==> src/rtl/stereo_router_pkg.sv <==
`timescale 1ns/1ps
package stereo_router_pkg;
  typedef enum logic [1:0] {
    SEL_MUTE  = 2'b00,
    SEL_LEFT  = 2'b01,
    SEL_RIGHT = 2'b10,
    SEL_AVG   = 2'b11
  } sel_e;

  // packed MSB first: matches word bits [8:3]
  typedef struct packed {
    sel_e right_sel;
    sel_e left_sel;
    logic zero_en;
    logic att_share;
  } ctrl_t;

  localparam int CTRL_LSB = 3;
  localparam int CTRL_MSB = 8;
  localparam ctrl_t CTRL_RESET = '{right_sel: SEL_RIGHT, left_sel: SEL_LEFT,
                                   zero_en: 1'b0, att_share: 1'b0};
endpackage

==> src/rtl/router_ctrl_reg.sv <==
`timescale 1ns/1ps
module router_ctrl_reg
  import stereo_router_pkg::*;
#(
  parameter int ADDR_W    = 7,
  parameter int WORD_W    = 9,
  parameter int CTRL_ADDR = 2
) (
  input  logic              clk_i,
  input  logic              rst_ni,
  input  logic              we_i,
  input  logic [ADDR_W-1:0] addr_i,
  input  logic [WORD_W-1:0] wdata_i,
  input  logic              strobe_i,
  output ctrl_t             pending_o,
  output ctrl_t             active_o
);
  logic unused_low;
  assign unused_low = ^wdata_i[CTRL_LSB-1:0];

  always_ff @(posedge clk_i or negedge rst_ni) begin
    if (!rst_ni) begin
      pending_o <= CTRL_RESET;
      active_o  <= CTRL_RESET;
    end else begin
      if (we_i && addr_i == ADDR_W'(CTRL_ADDR))
        pending_o <= ctrl_t'(wdata_i[CTRL_MSB:CTRL_LSB]);
      if (strobe_i)
        active_o <= pending_o;
    end
  end
endmodule

==> src/rtl/router_zero_run.sv <==
`timescale 1ns/1ps
module router_zero_run #(
  parameter int RUN_LEN = 1024
) (
  input  logic clk_i,
  input  logic rst_ni,
  input  logic strobe_i,
  input  logic en_i,
  input  logic is_zero_i,
  output logic mute_now_o
);
  localparam int CNT_W = $clog2(RUN_LEN + 1);
  localparam logic [CNT_W-1:0] CNT_MAX  = CNT_W'(RUN_LEN);
  localparam logic [CNT_W-1:0] CNT_LAST = CNT_W'(RUN_LEN - 1);

  logic [CNT_W-1:0] run_q;

  // mute decided for the sample on the strobe itself
  assign mute_now_o = en_i && is_zero_i && (run_q >= CNT_LAST);

  always_ff @(posedge clk_i or negedge rst_ni) begin
    if (!rst_ni) run_q <= '0;
    else if (strobe_i) begin
      if (!en_i || !is_zero_i) run_q <= '0;
      else if (run_q != CNT_MAX) run_q <= run_q + 1'b1;
    end
  end
endmodule

==> src/rtl/router_chan_sel.sv <==
`timescale 1ns/1ps
module router_chan_sel
  import stereo_router_pkg::*;
#(
  parameter int DATA_W = 24
) (
  input  sel_e              sel_i,
  input  logic              mute_i,
  input  logic [DATA_W-1:0] left_i,
  input  logic [DATA_W-1:0] right_i,
  output logic [DATA_W-1:0] data_o
);
  logic signed [DATA_W:0] sum;
  logic        [DATA_W-1:0] avg;

  assign sum = $signed({left_i[DATA_W-1], left_i}) + $signed({right_i[DATA_W-1], right_i});
  assign avg = sum[DATA_W:1];

  always_comb begin
    if (mute_i) data_o = '0;
    else begin
      unique case (sel_i)
        SEL_MUTE:  data_o = '0;
        SEL_LEFT:  data_o = left_i;
        SEL_RIGHT: data_o = right_i;
        SEL_AVG:   data_o = avg;
        default:   data_o = '0;
      endcase
    end
  end
endmodule

==> src/rtl/stereo_router.sv <==
`timescale 1ns/1ps
module stereo_router
  import stereo_router_pkg::*;
#(
  parameter int DATA_W    = 24,
  parameter int ADDR_W    = 7,
  parameter int WORD_W    = 9,
  parameter int CTRL_ADDR = 2,
  parameter int RUN_LEN   = 1024
) (
  input  logic              clk_i,
  input  logic              rst_ni,
  input  logic              reg_we_i,
  input  logic [ADDR_W-1:0] reg_addr_i,
  input  logic [WORD_W-1:0] reg_wdata_i,
  input  logic              smp_valid_i,
  input  logic [DATA_W-1:0] smp_left_i,
  input  logic [DATA_W-1:0] smp_right_i,
  output logic              out_valid_o,
  output logic [DATA_W-1:0] out_left_o,
  output logic [DATA_W-1:0] out_right_o,
  output logic              att_share_o,
  output logic              zero_mute_o
);
  localparam int N_CH = 2;

  ctrl_t pending, active;
  logic  is_zero, mute_now;
  sel_e  ch_sel [N_CH];
  logic [DATA_W-1:0] ch_data [N_CH];

  router_ctrl_reg #(.ADDR_W(ADDR_W), .WORD_W(WORD_W), .CTRL_ADDR(CTRL_ADDR)) i_ctrl (
    .clk_i, .rst_ni, .we_i(reg_we_i), .addr_i(reg_addr_i), .wdata_i(reg_wdata_i),
    .strobe_i(smp_valid_i), .pending_o(pending), .active_o(active)
  );

  assign is_zero = (smp_left_i == '0) && (smp_right_i == '0);

  router_zero_run #(.RUN_LEN(RUN_LEN)) i_zrun (
    .clk_i, .rst_ni, .strobe_i(smp_valid_i), .en_i(pending.zero_en),
    .is_zero_i(is_zero), .mute_now_o(mute_now)
  );

  assign ch_sel[0] = pending.left_sel;
  assign ch_sel[1] = pending.right_sel;

  for (genvar c = 0; c < N_CH; c++) begin : g_ch
    router_chan_sel #(.DATA_W(DATA_W)) i_sel (
      .sel_i(ch_sel[c]), .mute_i(mute_now), .left_i(smp_left_i),
      .right_i(smp_right_i), .data_o(ch_data[c])
    );
  end

  assign att_share_o = active.att_share;

  always_ff @(posedge clk_i or negedge rst_ni) begin
    if (!rst_ni) begin
      out_valid_o <= 1'b0;
      out_left_o  <= '0;
      out_right_o <= '0;
      zero_mute_o <= 1'b0;
    end else begin
      out_valid_o <= smp_valid_i;
      if (smp_valid_i) begin
        out_left_o  <= ch_data[0];
        out_right_o <= ch_data[1];
        zero_mute_o <= mute_now;
      end
    end
  end
endmodule

==> config.mk <==
export PLATFORM = sky130hd
export DESIGN_NAME = stereo_router
export DESIGN_NICKNAME = d
export VERILOG_FILES = /design/src/rtl/stereo_router_pkg.sv /design/src/rtl/router_ctrl_reg.sv /design/src/rtl/router_zero_run.sv /design/src/rtl/router_chan_sel.sv /design/src/rtl/stereo_router.sv
export SDC_FILE = /design/constraint.sdc
export NUM_CORES = 1
export LEC_CHECK = 0
export CAP_MARGIN = 20
export CORE_UTILIZATION = 40
export CTS_CLUSTER_DIAMETER = 120
export CTS_CLUSTER_SIZE = 16
export DETAILED_ROUTE_END_ITERATION = 12
export PLACE_DENSITY_LB_ADDON = 0.2
export SLEW_MARGIN = 20
export SYNTH_ARGS = -nofsm -noshare
export SYNTH_HDL_FRONTEND = slang
export SYNTH_SLANG_ARGS = --single-unit
==> constraint.sdc <==
create_clock -name clk_i -period 4.8 [get_ports clk_i]
set_clock_uncertainty 0.2 [all_clocks]
set_input_delay 0.96 -clock clk_i [delete_from_list [all_inputs] [get_ports clk_i]]
set_output_delay 0.96 -clock clk_i [all_outputs]
set_load 0.005 [all_outputs]
==> metrics.cfg, run 1 <==
[clocking]
cts_sinks = 68
ctsHoldBuffers = 0
cts-root-buf = clkbuf_16
clock_latency_ns = 0.34
clkTransAtPathRegs_ns = 0.06
tritoncts = built
cts_inserted_buffers = 9
htreeDepth = 3
postCtsSetupRepairBufs = 0
cts_resized = 0
cts.path.max_buffers = 2

[global_routing]
antenna_found_initial = 0
grt_max_degree = 51
grt_usage_pct = 25.0
grt_pass1_wl_um = 22600
grt_pass1_vias = 4324
overflow = 0

[flow_run]
drv_cap = 0

[sta]
slew_viol_final = 0
fmax_mhz = 263
hold_ws_ns = 0.289
finalCritPeriodShare_pct = 79.3
min_period_ns = 3.81
setup_violations = 0
hold_violations = 0
rsz0062_at_grt = no
tightest_slew_ns = 0.981
maxSlewHeadroom_pct = 34.6
setup_tns_ns = 0

[setup_path]
reg2reg_slack_ns = 2.18
crit_end = out_left_o[12]
required_ns = 4.81
r2r_start = i_zrun.run_q[0]
cp_num_buf_inv = 1
path_cells = clkdlybuf4s50_1 > nor4_1 > nand4_1 > nor4_4 > nand2_1 > nand2_1 > nor2_1 > nand2_1 > o21ai_0
rr_worst_depth = 7
arrival_ns = 3.81
r2r_end = out_left_o[23]
path_depth = 9
crit_start = smp_left_i[14]
cpLargestDelayFamily = simple AND/OR/NAND/NOR gates
path_max_fanout = 10
max_stage_delay_ns = 0.59
start_kind = input port
path_common_cell = nand2_1
cp_slowest_cell = nor4_1
path_class = input port to register
cp-end-kind = register

[detailed_routing]
wl_per_cell_um = 19.0
wl_met2_um = 6890
wl_met3_um = 795
highest_layer = met4
vias = 4476
detail-route-antenna-nets = 0
drc = 0
via_per_inst = 5.87
drt_pre_antenna_iters = 5
wl_met1_um = 6500
drt-total-wl_um = 14500
first_iter_violations = 228

[final_layout]
areaGrowthSynthToFinish_pct = 33.5
layout_commonest_cell = clkdlybuf4s50_1
most-common-layout-cells = clkdlybuf4s50_1, dfrtp_1, nor2_1
final_util_pct = 54.7
final_nets = 708
fillers = 1083
drive_gt1_share_pct = 6.79
diodes = 0

[logic_synthesis]
ys_types = 56
synth_area_per_cell_um2 = 9.24
syn_inst = 504
async_flop_share_pct = 100
synth_edf_count = 0
synth_flop_cell = dfrtp_1
syn-cell-area_mm2 = 0.00466
syn-num-nets = 598
ys_seq_elements = 68
synth_seq_area_share_pct = 36.6
ys_warn_count = 0

[die]
num_rows = 39
die_h_um = 110
core-area_mm2 = 0.0114
start_util_pct = 41.0
die_w_um = 110
io_pins = 119
die_area_mm2 = 0.0121

[power]
power_density_mw_per_mm2 = 296
ir_worst_vdd_v = 0.000169
p_leak_uw = 0.00257
power_uw = 1840

[hold_path]
hold_path.class = register to register

[run_status]
status = completed

[placement]
dp_hpwl_um = 10600
io_buffers = 115
gp_congestion = 0.883

-- worst min path at each step --
| stage | start | end | slack [ns] | cells past startpoint |
|---|---|---|---|---|
| finish | out_right_o[2] | out_right_o[2] | 0.29 | 1 |
| global route | out_left_o[1] | out_left_o[1] | 0.31 | 1 |
| floorplan | i_ctrl.pending_o[1] | i_ctrl.pending_o[1] | 0.27 | 1 |
| detailed placement | out_left_o[1] | out_left_o[1] | 0.28 | 1 |
| global placement | out_left_o[0] | out_left_o[0] | 0.27 | 1 |
| CTS | out_left_o[1] | out_left_o[1] | 0.29 | 1 |
-- sequential cells by signal, summed over array words and instances (netlist names) --
register,cells
out_valid_o,1
i_ctrl.pending_o,6
out_left_o,24
out_right_o,24
zero_mute_o,1
i_zrun.run_q,11
i_ctrl.active_o,1
-- routing by layer --
layer  vias to the layer above  GRT usage, %
met5                         -             0
met4                         0          9.43
met3                        27          5.04
met2                       151          40.6
met1                      2166          32.7
li1                       2132             -
-- synth_stat cells, drive strengths merged, types with 4 or more instances --
cell / instances / area share (%)
a211oi: 5 / 0.81
a21o: 10 / 1.6
a21oi: 47 / 5.1
a221o: 10 / 2.1
a22o: 21 / 3.9
a22oi: 13 / 2.1
a31oi: 4 / 0.54
buf: 7 / 1.2
clkbuf: 14 / 1.1
dfrtp: 66 / 35
ha: 25 / 6.7
inv: 13 / 1.0
mux2: 9 / 2.2
mux2i: 16 / 3.4
nand2: 28 / 2.3
nand3: 14 / 1.5
nand4: 7 / 0.94
nor2: 49 / 3.9
nor2b: 5 / 0.67
nor3: 6 / 0.75
nor4: 12 / 1.9
o21ai: 42 / 4.5
o2bb2ai: 11 / 2.1
xnor2: 15 / 2.8
xor2: 15 / 2.8
-- report_power, final --
part           leakage, µW  internal, µW  switching (µW)
Sequential        0.000922           620            38.4
Combinational      0.00150           249             243
Clock             0.000147           410             281
Total              0.00257          1280             563
-- metrics by stage --
stage	std cells	setup slack, ns	cell area [µm²]
6_report	762	0.995	6220
5_1_grt	762	0.818	6220
4_1_cts	762	0.990	6220
3_5_place_dp	746	0.640	5910
3_3_place_gp	746	0.691	5910
2_1_floorplan	504	1.67	4660
-- worst reg2reg max path, delay by kind of cell, from the launching register on --
family	cells	cell delay [ns]
adder cells (fa/ha/maj)	1	0.27
AND/OR/NAND/NOR	1	0.37
AO/OA/AOI/OAI	5	1.28
flip-flops	1	0.44
-- kinds of logic (layout without fill, tap and decap cells) --
group | Yosys count | after routing | synth area share [%]
XOR/XNOR | 30 | 30 | 5.64
AO/OA/AOI/OAI | 181 | 181 | 26.6
adder cells (fa/ha/maj) | 26 | 26 | 7.15
multiplexers | 25 | 25 | 5.62
buffers and inverters | 35 | 150 | 3.49
flip-flops | 68 | 68 | 36.6
AND/OR/NAND/NOR | 139 | 139 | 14.9
-- cell type report --
| type | count | area (µm²) | area share, % |
|---|---|---|---|
| flip-flops and latches | 68 | 1700 | 27.4 |
| clock buffers | 9 | 225 | 3.62 |
| repair buffers | 120 | 1180 | 19.0 |
| multi-input cells | 401 | 2790 | 44.9 |
| inverters | 14 | 52.6 | 0.845 |
| clock inverters | 7 | 81.3 | 1.31 |
| well taps | 143 | 179 | 2.88 |
(Power assumes the default switching activity.)
==> inputs of run 2 (changes only) <==
- clock period: 4.8 -> 3.33 ns (I/O delays scaled with it)
==> metrics.cfg, run 2 (synthesis results as in run 1) <==
[power]
ir_worst_vdd_v = 0.000274  ; was 0.000169 V
power_density_mw_per_mm2 = 408  ; was 296 mW/mm²
p_leak_uw = 0.00294  ; was 0.00257 µW

[global_routing]
grt_max_degree = 50  ; was 51
grt_usage_pct = 26.5  ; was 25.0%
antenna_found_initial = 0  ; unchanged
grt_pass1_wl_um = 24000  ; was 22600 µm
grt_pass1_vias = 4625  ; was 4324
overflow = 0  ; unchanged

[detailed_routing]
first_iter_violations = 294  ; was 228
wl_met3_um = 723  ; was 795 µm
detail-route-antenna-nets = 0  ; unchanged
drc = 0  ; unchanged
via_per_inst = 5.76  ; was 5.87
vias = 4790  ; was 4476
drt_pre_antenna_iters = 5  ; unchanged
highest_layer = met4  ; unchanged
wl_met1_um = 7050  ; was 6500 µm
drt-total-wl_um = 15100  ; was 14500 µm
wl_met2_um = 7000  ; was 6890 µm
wl_per_cell_um = 18.2  ; was 19.0 µm

[placement]
dp_hpwl_um = 11300  ; was 10600 µm
dpl-instance-area_mm2 = 0.00649  ; was 0.00591 mm²
gp_congestion = 0.913  ; was 0.883
io_buffers = 115  ; unchanged
placed_cells = 815  ; was 746

[clocking]
tritoncts = built  ; unchanged
htreeDepth = 3  ; unchanged
cts_inserted_buffers = 9  ; unchanged
postCtsSetupRepairBufs = 0  ; unchanged
cts_resized = 0  ; unchanged
clock_latency_ns = 0.35  ; was 0.34 ns
ctsHoldBuffers = 0  ; unchanged
cts.path.max_buffers = 2  ; unchanged
cts_sinks = 68  ; unchanged
cts-root-buf = clkbuf_16  ; unchanged
clkTransAtPathRegs_ns = 0.06  ; about the same

[final_layout]
most-common-layout-cells = clkdlybuf4s50_1, buf_4, dfrtp_1  ; was clkdlybuf4s50_1, dfrtp_1, nor2_1
postLayoutCellArea_mm2 = 0.00682  ; was 0.00622 mm²
diodes = 0  ; unchanged
areaGrowthSynthToFinish_pct = 46.5  ; was 33.5%
layout_commonest_cell = clkdlybuf4s50_1  ; unchanged
reg_top3 = out_left_o (24), out_right_o (24), i_zrun.run_q (11)  ; unchanged
final_nets = 777  ; was 708
layout.cells.non_filler = 831  ; was 762
drive_gt1_share_pct = 16.4  ; was 6.79%
fillers = 1023  ; was 1083

[sta]
setup_violations = 0  ; unchanged
min_period_ns = 3.19
tightest_slew_ns = 0.740  ; was 0.981 ns
finalCritPeriodShare_pct = 95.9
hold_violations = 0  ; unchanged
slew_viol_final = 0  ; unchanged
maxSlewHeadroom_pct = 50.6  ; was 34.6%
setup_tns_ns = 0  ; unchanged
fmax_mhz = 313

[setup_path]
arrival_ns = 3.22  ; was 3.81 ns
crit_start = smp_left_i[1]  ; was smp_left_i[14]
path_class = input port to register  ; unchanged
rr_worst_depth = 8  ; was 7
r2r_start = i_zrun.run_q[0]  ; unchanged
r2r_end = out_left_o[4]  ; was out_left_o[23]
crit_end = out_right_o[19]  ; was out_left_o[12]
start_kind = input port  ; unchanged
reg2reg_slack_ns = 0.95  ; was 2.18 ns
path_max_fanout = 3  ; was 10
cp-end-kind = register  ; unchanged
required_ns = 3.35  ; was 4.81 ns

[die]
num_rows = 39  ; unchanged
start_util_pct = 41.0  ; unchanged
die_h_um = 110  ; unchanged
io_pins = 119  ; unchanged
core-area_mm2 = 0.0114  ; unchanged
die_w_um = 110  ; unchanged
die_area_mm2 = 0.0121  ; unchanged

[hold_path]
hold_path.class = input port to async pin  ; was register to register

[run_status]
status = completed  ; unchanged

[flow_run]
drv_cap = 0  ; unchanged

==> run 2: how the worst min path moves through the flow <==
stage | to | depth (start not counted) | slack [ns]
final | out_right_o[3] | 1 | 0.18
after CTS | out_right_o[2] | 1 | 0.21
after global placement | out_left_o[1] | 1 | 0.27
after floorplan | i_ctrl.active_o[0] | 0 | 0.17
after global routing | out_right_o[7] | 1 | 0.24
after detailed placement | out_left_o[1] | 1 | 0.28
==> run 2: report_power, final <==
| group | internal (µW) | total, µW | switching, µW | leakage (µW) |
|---|---|---|---|---|
| Sequential | 894 | 942 | 47.7 | 0.000922 |
| Combinational | 427 | 807 | 381 | 0.00187 |
| Clock | 655 | 1040 | 381 | 0.000149 |
| Total | 1980 | 2790 | 810 | 0.00294 |
==> run 2: layout make-up <==
type / instances / area [µm²] / area share, %
multi-input cells: 401 / 2810 / 41.1
repair buffers: 189 / 1760 / 25.9
flip-flops and latches: 68 / 1700 / 25.0
clock buffers: 10 / 229 / 3.36
well taps: 143 / 179 / 2.62
clock inverters: 6 / 88.8 / 1.30
inverters: 14 / 52.6 / 0.770
==> run 2: metrics by stage <==
| step | worst slack (ns) | power, µW | util (%) | hold slack [ns] |
|---|---|---|---|---|
| final | 0.135 | 2790 | 60.0 | 0.183 |
| after global routing | -0.0278 | 2920 | 60.0 | 0.243 |
| after CTS | 0.0982 | 2790 | 59.9 | 0.212 |
| after detailed placement | -0.260 | 1750 | 57.1 | 0.277 |
| after global placement | -0.271 | 1740 | 57.1 | 0.268 |
| after floorplan | 0.495 | 1330 | - | 0.170 |
==> run 2: layer usage <==
metal,vias up,GRT usage (%)
li1,2268,-
met1,2343,35.9
met2,152,41.3
met3,27,5.16
met4,0,10.5
met5,-,0
==> run 2: worst max-delay path, cell delays in order <==
cell             delay (ns)
clkdlybuf4s50_1        0.53
inv_1                  0.09
fa_1                   0.46
nor2b_2                0.16
o31a_1                 0.18
o2111ai_2              0.19
a21oi_1                0.30
a221oi_2               0.13
o21ai_0                0.23
xnor2_1                0.18
o21ai_1                0.10
==> inputs of run 3 (changes only) <==
- CORE_UTILIZATION: 40 -> 45
==> metrics.cfg, run 3 (synthesis results as in run 1) <==
[run_status]
status = completed  ; unchanged

[power]
clkPwrFrac_pct = 26.2  ; was 37.2%
switchingPower_uw = 762  ; was 810 µW
p_leak_uw = 0.00288  ; was 0.00294 µW
pwr-share-seq_pct = 39.9  ; was 33.8%
switching_share_pct = 32.1  ; was 29.1%
p_int_uw = 1610  ; was 1980 µW
combPwrFrac_pct = 33.9  ; was 29.0%
power_density_mw_per_mm2 = 355  ; was 408 mW/mm²
ir_worst_vdd_v = 0.000237  ; was 0.000274 V

[detailed_routing]
drt-total-wl_um = 14900  ; was 15100 µm
wl_per_cell_um = 18.1  ; was 18.2 µm
drc = 0  ; unchanged
drt_pre_antenna_iters = 6  ; was 5
detail-route-antenna-nets = 0  ; unchanged
vias = 4759  ; was 4790
via_per_inst = 5.80  ; was 5.76
first_iter_violations = 185  ; was 294

[setup_path]
cpLargestDelayFamily = compound AO/OA/AOI/OAI gates  ; unchanged
max_stage_delay_ns = 0.45  ; was 0.53 ns
cp_num_buf_inv = 1  ; was 2
start_kind = input port  ; unchanged
path_cells = clkdlybuf4s50_1 > ha_1 > a2111o_1 > o2111ai_2 > a21oi_1 > a221oi_2 > xor2_1 > mux2i_1 > a21o_1  ; was clkdlybuf4s50_1 > inv_1 > fa_1 > nor2b_2 > o31a_1 > o2111ai_2 > a21oi_1 > a221oi_2 > o21ai_0 > xnor2_1 > o21ai_1
cp_slowest_cell = clkdlybuf4s50_1  ; unchanged
path_max_fanout = 3  ; unchanged
required_ns = 3.38  ; was 3.35 ns
cp-end-kind = register  ; unchanged
arrival_ns = 3.20  ; was 3.22 ns
path_class = input port to register  ; unchanged

[clocking]
clkTransAtPathRegs_ns = 0.08  ; was 0.06 ns
clock_latency_ns = 0.36  ; was 0.35 ns
cts_sinks = 68  ; unchanged
tritoncts = built  ; unchanged
cts-root-buf = clkbuf_8  ; was clkbuf_16
cts.path.max_buffers = 2  ; unchanged
cts_inserted_buffers = 9  ; unchanged
htreeDepth = 3  ; unchanged

[sta]
hold_violations = 0  ; unchanged
setup_tns_ns = 0  ; unchanged
finalCritPeriodShare_pct = 94.7  ; was 95.9%
min_period_ns = 3.15  ; was 3.19 ns
rsz0062_at_grt = no
fmax_mhz = 317  ; was 313 MHz
slew_viol_final = 0  ; unchanged
maxSlewHeadroom_pct = 53.5  ; was 50.6%
setup_slack_ns = 0.176  ; was 0.135 ns
setup_violations = 0  ; unchanged
tightest_slew_ns = 0.695  ; was 0.740 ns

[die]
die_w_um = 104  ; was 110 µm
io_pins = 119  ; unchanged
die_area_mm2 = 0.0108  ; was 0.0121 mm²
start_util_pct = 47.0  ; was 41.0%
die_h_um = 104  ; was 110 µm
core-area_mm2 = 0.00991  ; was 0.0114 mm²
num_rows = 36  ; was 39

[placement]
dp_hpwl_um = 11100  ; was 11300 µm
placed_cells = 804  ; was 815
io_buffers = 115  ; unchanged
gp_congestion = 0.941  ; was 0.913
dpl_worst_slack_ns = -0.275  ; was -0.260 ns

[global_routing]
grt_pass1_wl_um = 23900  ; was 24000 µm
antenna_found_initial = 0  ; unchanged
overflow = 0  ; unchanged
grt_usage_pct = 28.3  ; was 26.5%
grt_max_degree = 50  ; unchanged
grt_pass1_vias = 4647  ; was 4625

[flow_run]
drv_cap = 0  ; unchanged

[final_layout]
areaGrowthSynthToFinish_pct = 43.4  ; was 46.5%
diodes = 0  ; unchanged
final_util_pct = 67.4  ; was 60.0%
layout.cells.non_filler = 820  ; was 831
reg_top3 = out_left_o (24), out_right_o (24), i_zrun.run_q (11)  ; unchanged
most-common-layout-cells = clkdlybuf4s50_1, buf_4, dfrtp_1  ; unchanged
final_nets = 776  ; was 777
layout_commonest_cell = clkdlybuf4s50_1  ; unchanged
fillers = 849  ; was 1023
drive_gt1_share_pct = 16.3  ; was 16.4%

[hold_path]
hold_path.class = input port to async pin  ; unchanged

## run 3: per-layer routing
layer	part of all wire [%]	GRT usage, %
met1	45	37.7
met2	48	45.4
met3	5.2	5.41
met4	2.0	10.9
met5	0	0
## run 3: power by group through the flow
stage	logic (µW)	registers (µW)	clock network [µW]
after floorplan	381	949	0
after global placement	780	959	0
after detailed placement	792	962	0
after CTS	799	947	641
after global routing	872	956	674
final	805	948	621
## run 3: area by class of cell
cell class / count / area [µm²] / share of cell area (%)
multi-input combinational: 401 / 2810 / 42.1
clock inverter: 4 / 25.0 / 0.375
timing repair buffer: 188 / 1770 / 26.6
inverter: 14 / 52.6 / 0.787
tap: 133 / 166 / 2.49
sequential: 68 / 1700 / 25.5
clock buffer: 12 / 145 / 2.17
## run 3: final timing paths
path,start,endpoint,slack [ns],cells past startpoint
hold / removal,rst_ni,out_right_o[3],0.12,1
hold reg to reg,out_right_o[7],out_right_o[7],0.29,1
max in group asynchronous,rst_ni,i_zrun.run_q[1],2.11,2
min in group clk_i,out_right_o[7],out_right_o[7],0.29,1
setup / recovery,smp_left_i[7],out_right_o[15],0.18,9
setup reg to reg,i_zrun.run_q[0],out_left_o[10],0.85,8
## run 3: timing repair
item                                    4_1_cts  5_1_grt
gates resized for setup                       0        5
hold buffers                                  0        0
endpoints found under the setup margin        0       18
buffers inserted                              0        0
## run 3: metrics by stage
step           total power (µW)  hold WS (ns)  area, µm²
5_1_grt                    2500         0.159       6680
2_1_floorplan              1330         0.170       4660
3_3_place_gp               1740         0.270       6480
6_report                   2370         0.117       6680
4_1_cts                    2390         0.297       6650
3_5_place_dp               1750         0.276       6480
